`config.mk`:
```
export PLATFORM = sky130hd
export DESIGN_NAME = asr_stereo_rx
export DESIGN_NICKNAME = d
export VERILOG_FILES = /design/src/rtl/asr_pkg.sv /design/src/rtl/asr_bclk_edge.sv /design/src/rtl/asr_frame_fsm.sv /design/src/rtl/asr_out_stage.sv /design/src/rtl/asr_stereo_rx.sv
export SDC_FILE = /design/constraint.sdc
export NUM_CORES = 1
export LEC_CHECK = 0
export BUFFER_PORTS_ARGS = -buffer_cell sky130_fd_sc_hd__buf_4
export CAP_MARGIN = 5
export CORE_AREA = 3 3 86 88
export CTS_CLUSTER_SIZE = 16
export DETAILED_ROUTE_END_ITERATION = 10
export DIE_AREA = 0 0 89 91
export PLACE_DENSITY = 0.82
export SETUP_SLACK_MARGIN = 0.02
export SKIP_LAST_GASP = 1
export SLEW_MARGIN = 10
export SYNTH_ARGS = -nofsm -noshare
export SYNTH_HDL_FRONTEND = slang
export SYNTH_HIERARCHICAL = 1
export SYNTH_SLANG_ARGS = --single-unit
```
`constraint.sdc`:
```
create_clock -name clk -period 3.3 [get_ports clk]
set_input_delay 0.165 -clock clk [delete_from_list [all_inputs] [get_ports clk]]
set_output_delay 0.165 -clock clk [all_outputs]
set_load 0.01 [all_outputs]
```
`src/rtl/asr_pkg.sv`:
```
`timescale 1ns/1ps
package asr_pkg;

    typedef enum logic [1:0] {
        ST_IDLE  = 2'd0,
        ST_SKIP  = 2'd1,
        ST_SHIFT = 2'd2,
        ST_HOLD  = 2'd3
    } rx_state_t;

    localparam int unsigned NUM_CH   = 2;
    localparam int unsigned CH_LEFT  = 0;
    localparam int unsigned CH_RIGHT = 1;

    // Limit a requested word length to the supported range.
    function automatic int unsigned clamp_len(input int unsigned req,
                                              input int unsigned lo,
                                              input int unsigned hi);
        if (req < lo)
            return lo;
        if (req > hi)
            return hi;
        return req;
    endfunction

endpackage

```
`src/rtl/asr_bclk_edge.sv`:
```
`timescale 1ns/1ps
module asr_bclk_edge #(
    parameter int unsigned STAGES = 2
) (
    input  logic clk,
    input  logic rst_n,
    input  logic raw_bclk,
    input  logic raw_lrclk,
    input  logic raw_wclk,
    input  logic raw_data,
    input  logic neg_edge,
    output logic act,
    output logic bit_o,
    output logic lr_o,
    output logic wck_o
);

    localparam int unsigned NSIG = 4;
    localparam int unsigned I_BCLK = 0;
    localparam int unsigned I_LR   = 1;
    localparam int unsigned I_WCK  = 2;
    localparam int unsigned I_DAT  = 3;

    logic [NSIG-1:0] raw_vec;
    logic [NSIG-1:0] stg [STAGES];
    logic [NSIG-1:0] sync_vec;
    logic            bclk_prev;

    assign raw_vec = {raw_data, raw_wclk, raw_lrclk, raw_bclk};

    // All four wires pass through the same number of stages, so the data
    // stays aligned with the clock edge that samples it.
    for (genvar g = 0; g < STAGES; g++) begin : g_sync
        if (g == 0) begin : g_first
            always_ff @(posedge clk or negedge rst_n) begin
                if (!rst_n)
                    stg[g] <= '0;
                else
                    stg[g] <= raw_vec;
            end
        end else begin : g_next
            always_ff @(posedge clk or negedge rst_n) begin
                if (!rst_n)
                    stg[g] <= '0;
                else
                    stg[g] <= stg[g-1];
            end
        end
    end

    assign sync_vec = stg[STAGES-1];

    always_ff @(posedge clk or negedge rst_n) begin
        if (!rst_n)
            bclk_prev <= 1'b0;
        else
            bclk_prev <= sync_vec[I_BCLK];
    end

    always_comb begin
        if (neg_edge)
            act = bclk_prev & ~sync_vec[I_BCLK];
        else
            act = ~bclk_prev & sync_vec[I_BCLK];
    end

    assign bit_o = sync_vec[I_DAT];
    assign lr_o  = sync_vec[I_LR];
    assign wck_o = sync_vec[I_WCK];

    // an active edge needs a level change, so two never come back to back.
    p_act_spaced_r7: assert property (@(posedge clk) disable iff (!rst_n)
        act |=> !act);

endmodule

```
`src/rtl/asr_frame_fsm.sv`:
```
`timescale 1ns/1ps
module asr_frame_fsm
    import asr_pkg::*;
#(
    parameter int unsigned MAXW = 20,
    parameter int unsigned MINW = 4,
    parameter int unsigned LENW = $clog2(MAXW + 1)
) (
    input  logic            clk,
    input  logic            rst_n,
    input  logic            act,
    input  logic            bit_i,
    input  logic            lr_i,
    input  logic            wck_i,
    input  logic [LENW-1:0] cfg_wlen,
    input  logic            cfg_late,
    input  logic            cfg_wck_sel,
    input  logic            cfg_left_low,
    output logic            fin,
    output logic            fin_left,
    output logic [MAXW-1:0] word
);

    localparam int unsigned CW = $clog2(MAXW + 1);

    rx_state_t       state_q, state_d;
    logic [CW-1:0]   cnt_q, cnt_d, cnt_inc;
    logic [MAXW-1:0] sh_q, sh_d;
    logic [MAXW-1:0] ins_bit, msb_word;
    logic            left_q, left_d;
    logic            lr_prev_q, wck_prev_q;
    logic            ev_lr, ev_wck, ev;
    logic [CW-1:0]   wlen_c;

    always_comb wlen_c = CW'(clamp_len(32'(cfg_wlen), MINW, MAXW));

    // Frame start: compare the level now with the level at the last active edge.
    always_comb begin
        ev_lr  = lr_i != lr_prev_q;
        ev_wck = wck_i & ~wck_prev_q;
        ev     = act & (cfg_wck_sel ? ev_wck : ev_lr);
    end

    always_ff @(posedge clk or negedge rst_n) begin
        if (!rst_n) begin
            lr_prev_q  <= 1'b0;
            wck_prev_q <= 1'b0;
        end else if (act) begin
            lr_prev_q  <= lr_i;
            wck_prev_q <= wck_i;
        end
    end

    always_comb begin
        cnt_inc  = cnt_q + CW'(1);
        msb_word = {bit_i, {(MAXW-1){1'b0}}};
        ins_bit  = {{(MAXW-1){1'b0}}, bit_i} << (CW'(MAXW - 1) - cnt_q);
    end

    // Next state and datapath
    always_comb begin
        state_d = state_q;
        cnt_d   = cnt_q;
        sh_d    = sh_q;
        left_d  = left_q;
        fin     = 1'b0;
        if (act) begin
            if (ev) begin
                // start
                left_d = lr_i ^ cfg_left_low;
                if (cfg_late) begin
                    sh_d    = '0;
                    cnt_d   = '0;
                    state_d = ST_SKIP;
                end else begin
                    sh_d    = msb_word;
                    cnt_d   = CW'(1);
                    state_d = ST_SHIFT;
                end
            end else begin
                unique case (state_q)
                    ST_IDLE: begin
                        state_d = ST_IDLE;
                    end
                    ST_SKIP: begin
                        // first
                        sh_d    = msb_word;
                        cnt_d   = CW'(1);
                        state_d = ST_SHIFT;
                    end
                    ST_SHIFT: begin
                        sh_d  = sh_q | ins_bit;
                        cnt_d = cnt_inc;
                        if (cnt_inc == wlen_c) begin
                            // deliver
                            fin     = 1'b1;
                            state_d = ST_HOLD;
                        end
                    end
                    ST_HOLD: begin
                        // wait
                        state_d = ST_HOLD;
                    end
                    default: state_d = ST_IDLE;
                endcase
            end
        end
    end

    always_ff @(posedge clk or negedge rst_n) begin
        if (!rst_n) begin
            state_q <= ST_IDLE;
            cnt_q   <= '0;
            sh_q    <= '0;
            left_q  <= 1'b0;
        end else begin
            state_q <= state_d;
            cnt_q   <= cnt_d;
            sh_q    <= sh_d;
            left_q  <= left_d;
        end
    end

    assign word     = sh_d;
    assign fin_left = left_q;

    // while collecting, nothing sits below the next insertion point.
    p_lsb_zero_r3: assert property (@(posedge clk) disable iff (!rst_n)
        (state_q == ST_SHIFT || state_q == ST_SKIP) |->
            ((sh_q & ({MAXW{1'b1}} >> cnt_q)) == '0));

    // a word in progress never exceeds the programmed length.
    p_cnt_bound_r2: assert property (@(posedge clk) disable iff (!rst_n)
        (state_q == ST_SHIFT) |-> (cnt_q < wlen_c));

    // the skip state exists only in delayed framing.
    p_skip_mode_r5: assert property (@(posedge clk) disable iff (!rst_n)
        (state_q == ST_SKIP) |-> cfg_late);

    // after delivery, later bits of the slot leave the state alone.
    p_hold_stays_r10: assert property (@(posedge clk) disable iff (!rst_n)
        (state_q == ST_HOLD && !ev) |=> (state_q == ST_HOLD));

endmodule

```
`src/rtl/asr_out_stage.sv`:
```
`timescale 1ns/1ps
module asr_out_stage
    import asr_pkg::*;
#(
    parameter int unsigned MAXW = 20
) (
    input  logic            clk,
    input  logic            rst_n,
    input  logic            fin,
    input  logic            fin_left,
    input  logic [MAXW-1:0] word,
    output logic [MAXW-1:0] ch_data [NUM_CH],
    output logic            ch_vld  [NUM_CH]
);

    for (genvar c = 0; c < NUM_CH; c++) begin : g_ch
        logic sel;
        assign sel = fin && (fin_left == (c == CH_LEFT));

        always_ff @(posedge clk or negedge rst_n) begin
            if (!rst_n) begin
                ch_data[c] <= '0;
                ch_vld[c]  <= 1'b0;
            end else begin
                ch_vld[c] <= sel;
                if (sel)
                    ch_data[c] <= word;
            end
        end

        // a strobe lasts one cycle.
        p_vld_pulse_r9: assert property (@(posedge clk) disable iff (!rst_n)
            ch_vld[c] |=> !ch_vld[c]);

        // data moves only together with its strobe.
        p_data_hold_r9: assert property (@(posedge clk) disable iff (!rst_n)
            (ch_data[c] != $past(ch_data[c])) |-> ch_vld[c]);
    end

    // a word belongs to exactly one channel.
    p_one_channel_r8: assert property (@(posedge clk) disable iff (!rst_n)
        $onehot0({ch_vld[CH_LEFT], ch_vld[CH_RIGHT]}));

endmodule

```
`src/rtl/asr_stereo_rx.sv`:
```
`timescale 1ns/1ps
module asr_stereo_rx
    import asr_pkg::*;
#(
    parameter  int unsigned MAXW   = 20,
    parameter  int unsigned MINW   = 4,
    parameter  int unsigned STAGES = 2,
    localparam int unsigned LENW   = $clog2(MAXW + 1)
) (
    input  logic            clk,
    input  logic            rst_n,
    input  logic            ser_bclk,
    input  logic            ser_lrclk,
    input  logic            ser_wclk,
    input  logic            ser_data,
    input  logic [LENW-1:0] cfg_wlen,
    input  logic            cfg_late,
    input  logic            cfg_wck_sel,
    input  logic            cfg_neg_edge,
    input  logic            cfg_left_low,
    output logic [MAXW-1:0] left_data,
    output logic            left_vld,
    output logic [MAXW-1:0] right_data,
    output logic            right_vld
);

    logic            act, s_bit, s_lr, s_wck;
    logic            fin, fin_left;
    logic [MAXW-1:0] word;
    logic [MAXW-1:0] ch_data [NUM_CH];
    logic            ch_vld  [NUM_CH];

    asr_bclk_edge #(.STAGES(STAGES)) u_edge (
        .clk      (clk),
        .rst_n    (rst_n),
        .raw_bclk (ser_bclk),
        .raw_lrclk(ser_lrclk),
        .raw_wclk (ser_wclk),
        .raw_data (ser_data),
        .neg_edge (cfg_neg_edge),
        .act      (act),
        .bit_o    (s_bit),
        .lr_o     (s_lr),
        .wck_o    (s_wck)
    );

    asr_frame_fsm #(.MAXW(MAXW), .MINW(MINW), .LENW(LENW)) u_fsm (
        .clk         (clk),
        .rst_n       (rst_n),
        .act         (act),
        .bit_i       (s_bit),
        .lr_i        (s_lr),
        .wck_i       (s_wck),
        .cfg_wlen    (cfg_wlen),
        .cfg_late    (cfg_late),
        .cfg_wck_sel (cfg_wck_sel),
        .cfg_left_low(cfg_left_low),
        .fin         (fin),
        .fin_left    (fin_left),
        .word        (word)
    );

    asr_out_stage #(.MAXW(MAXW)) u_out (
        .clk     (clk),
        .rst_n   (rst_n),
        .fin     (fin),
        .fin_left(fin_left),
        .word    (word),
        .ch_data (ch_data),
        .ch_vld  (ch_vld)
    );

    assign left_data  = ch_data[CH_LEFT];
    assign left_vld   = ch_vld[CH_LEFT];
    assign right_data = ch_data[CH_RIGHT];
    assign right_vld  = ch_vld[CH_RIGHT];

    // reset value seen right after reset release.
    p_reset_quiet_r1: assert property (@(posedge clk)
        $rose(rst_n) |-> (!left_vld && !right_vld && left_data == '0 && right_data == '0));

endmodule

```
==> impl_metrics.tcl <==
set metrics [dict create \
    grt_pass1_vias 2466 \
    io_pins 57 \
    routedWlPerCell_um 17.5 \
    overflow 0 \
    grt_use_met3_pct 5.72 \
    track_usage_pct 19.2 \
    fin_cells 432 \
    cp_max_fo 21 \
    core_area_um2 6720 \
    syn_area_per_cell_um2 13.0 \
    finalSetupTns_ps 0 \
    dp_cells 412 \
    synth_top_cell_by_area "dfrtp_1" \
    numCtsBuffers 9 \
    worstReg2RegStart "u_fsm/cnt_q[1]" \
    route.detailed.drc 0 \
    portBuffers 56 \
    reg2reg_to "u_out/ch_data[13]" \
    grt_use_met2_pct 29.5 \
    final_core_util_pct 66.1 \
    violations "hold timing" \
    async_reset_ff_share_pct 100 \
    fmax_mhz 337 \
    synthesis.nets 307 \
    r2r_cells 8 \
    dieArea_um2 8100 \
    multiInputGateArea_um2 1560 \
    antenna_found_initial 0 \
    drt_iter0_drc 195 \
    critPathKind "register to register" \
    hpwl_um 5000 \
    layout.nets 369 \
    most-common-layout-cells "dfrtp_1, buf_4, mux2_2" \
    cts_tree "yes" \
    yosysWarningCount 6 \
    ant_nets 0 \
    wl_um 7550 \
    clock_latency_ps 350 \
    yosysUniqueCellTypes 58 \
    gp_congestion 0.830 \
    rsz0062_at_grt "false" \
    hp-class "input pin to asynchronous set/reset pin" \
    cp_top_family "simple AND/OR/NAND/NOR gates" \
    status "finished with violations" \
    holdWs_ps -26.3 \
    synth_ff_type "dfrtp_1" \
    worstMarginPinSlew_ps 973 \
    use_met1_pct 26.8 \
    area_delta_synth_final_pct 19.5 \
    slew_headroom_pct 35.2 \
    cts_sinks 81 \
    htreeDepth 3 \
    grt_pass1_wl_um 12000 \
    dieHeight_um 91 \
    slew_violations 0 \
    start_util_pct 55.3 \
    rrSetupSlack_ps 340 \
    die-width_um 89 \
    ctsRootBufferMaster "clkbuf_8" \
    clock_path_buffers 2 \
    synthTopCellsByArea "dfrtp_1, mux2_4, mux2_2, ha_1, nor2_1" \
    num-fill-cells 486 \
    synth_top_area_share_pct 54.5 \
    setup_viol 0 \
    ir_drop_mv 0.422 \
    first_pass_iters 4 \
    required_ps 3530 \
    cts_resized 0 \
    power.density_nw_per_um2 613 \
    worst_ep_arrival_time_ps 3200 \
    diodes 0 \
    via_per_inst 5.78 \
    path_buf_inv 1 \
    layout_worst_path_cycle_share_pct 89.8 \
    seq_area_frac_synth_pct 54.5 \
    timing.critical_path.from_type "register" \
    cp_common_cell "nor4_1" \
    final_layout_size_suffix_gt1_share_pct 36.9 \
    layout_commonest_cell "dfrtp_1" \
    timing_hold_violations_final 59 \
    rows 30 \
    ys_ff_latch 81 \
    worst_path_max_delay_cell "dfrtp_1" \
    skew_ps 11.2 \
    maxCapViolations 0 \
    leakagePower_nw 2.22 \
    fin_crit_ps 2960 \
    crit_chain "ha_1, xor2_1, nor4_1, a211oi_2, nor4_1, nor2b_4, buf_4, mux2_2" \
    via_count 2497 \
    seqCellArea_um2 2030 \
    top_usage_layer "met2" \
    clk_pin_slew_ps 90 \
    cts_hold_buf 4 \
    post_cts_buffers 0 \
    synthesis.area_um2 3720 \
    critPathCaptureType "register" \
    synth_edf_count 0 \
    power_w 0.00272 \
    netlist_instances 285 \
    grt_start_max_net_pins 82 \
    slowest_delay_ps 560 \
]
## flip-flops by register name, summed over array words and instances (netlist names), 2 cells and up
signal / cells
u_edge/stg: 4
u_fsm/state_q: 2
u_out/ch_vld: 2
u_out/ch_data: 40
u_fsm/sh_q: 20
u_edge/sync_vec: 4
u_fsm/cnt_q: 5
## layout make-up
class | instances | share of cell area (%)
clock buffer | 9 | 2.79
clock inverter | 7 | 2.42
inverter | 9 | 0.761
multi-input combinational | 182 | 35.1
sequential | 81 | 45.6
tap | 80 | 2.25
timing repair buffer | 64 | 11.0
## worst max path at each step
stage,from,to,slack (ps),depth (start not counted)
final,u_fsm/cnt_q[1],u_out/ch_data[13],340,8
after global routing,u_fsm/cnt_q[1],u_out/ch_data[1],170,8
after CTS,u_fsm/cnt_q[1],u_out/ch_data[17],350,8
after detailed placement,u_fsm/cnt_q[1],u_out/ch_data[13],380,8
after global placement,u_fsm/cnt_q[1],u_out/ch_data[15],500,8
after floorplan,u_fsm/cnt_q[0],u_out/ch_data[0],830,8
## cells by family (layout without fill, tap and decap cells)
family / after synthesis / count (layout) / share of synthesized area (%)
fa+ha+maj: 7 / 7 / 2.36
compound gates: 54 / 54 / 11.3
xor+xnor: 9 / 9 / 2.73
buf+inv: 22 / 89 / 3.50
simple gates: 68 / 68 / 10.4
mux: 44 / 44 / 15.2
flops: 81 / 81 / 54.5
## cells in the mapped netlist (5+ instances only)
cell,number
mux2_4,19
nand3_1,7
inv_1,8
nor3_1,6
nand2_1,8
buf_6,5
a22o_1,6
mux2_2,24
o21ai_0,5
ha_1,7
dfrtp_1,81
nor2_1,19
o21a_1,9
## worst reg2reg max path, stage by stage (launching register included)
cell,delay (ps)
dfrtp_1,560
ha_1,370
xor2_1,180
nor4_1,380
a211oi_2,120
nor4_1,330
nor2b_4,210
buf_4,300
mux2_2,390
## per-stage QoR
| stage | instance area, µm² | setup slack, ps |
|---|---|---|
| final | 4440 | 336 |
| after CTS | 4440 | 351 |
| after global placement | 4170 | 498 |
| after floorplan | 3720 | 833 |
| after global routing | 4440 | 171 |
| after detailed placement | 4170 | 378 |
## where the power goes
group / switching [W] / internal, W
clock: 0.000391 / 0.000442
combinational: 0.000435 / 0.000294
sequential: 0.0000917 / 0.00107
total: 0.000918 / 0.00180
## metal layers
metal | wire length (µm) | share of wire (%) | up-vias
met4 | 88 | 1.2 | 0
li1 | - | - | 1174
met5 | 0 | 0 | -
met1 | 3460 | 46 | 1233
met2 | 3570 | 47 | 83
met3 | 431 | 5.7 | 7
(Power assumes the default switching activity.)
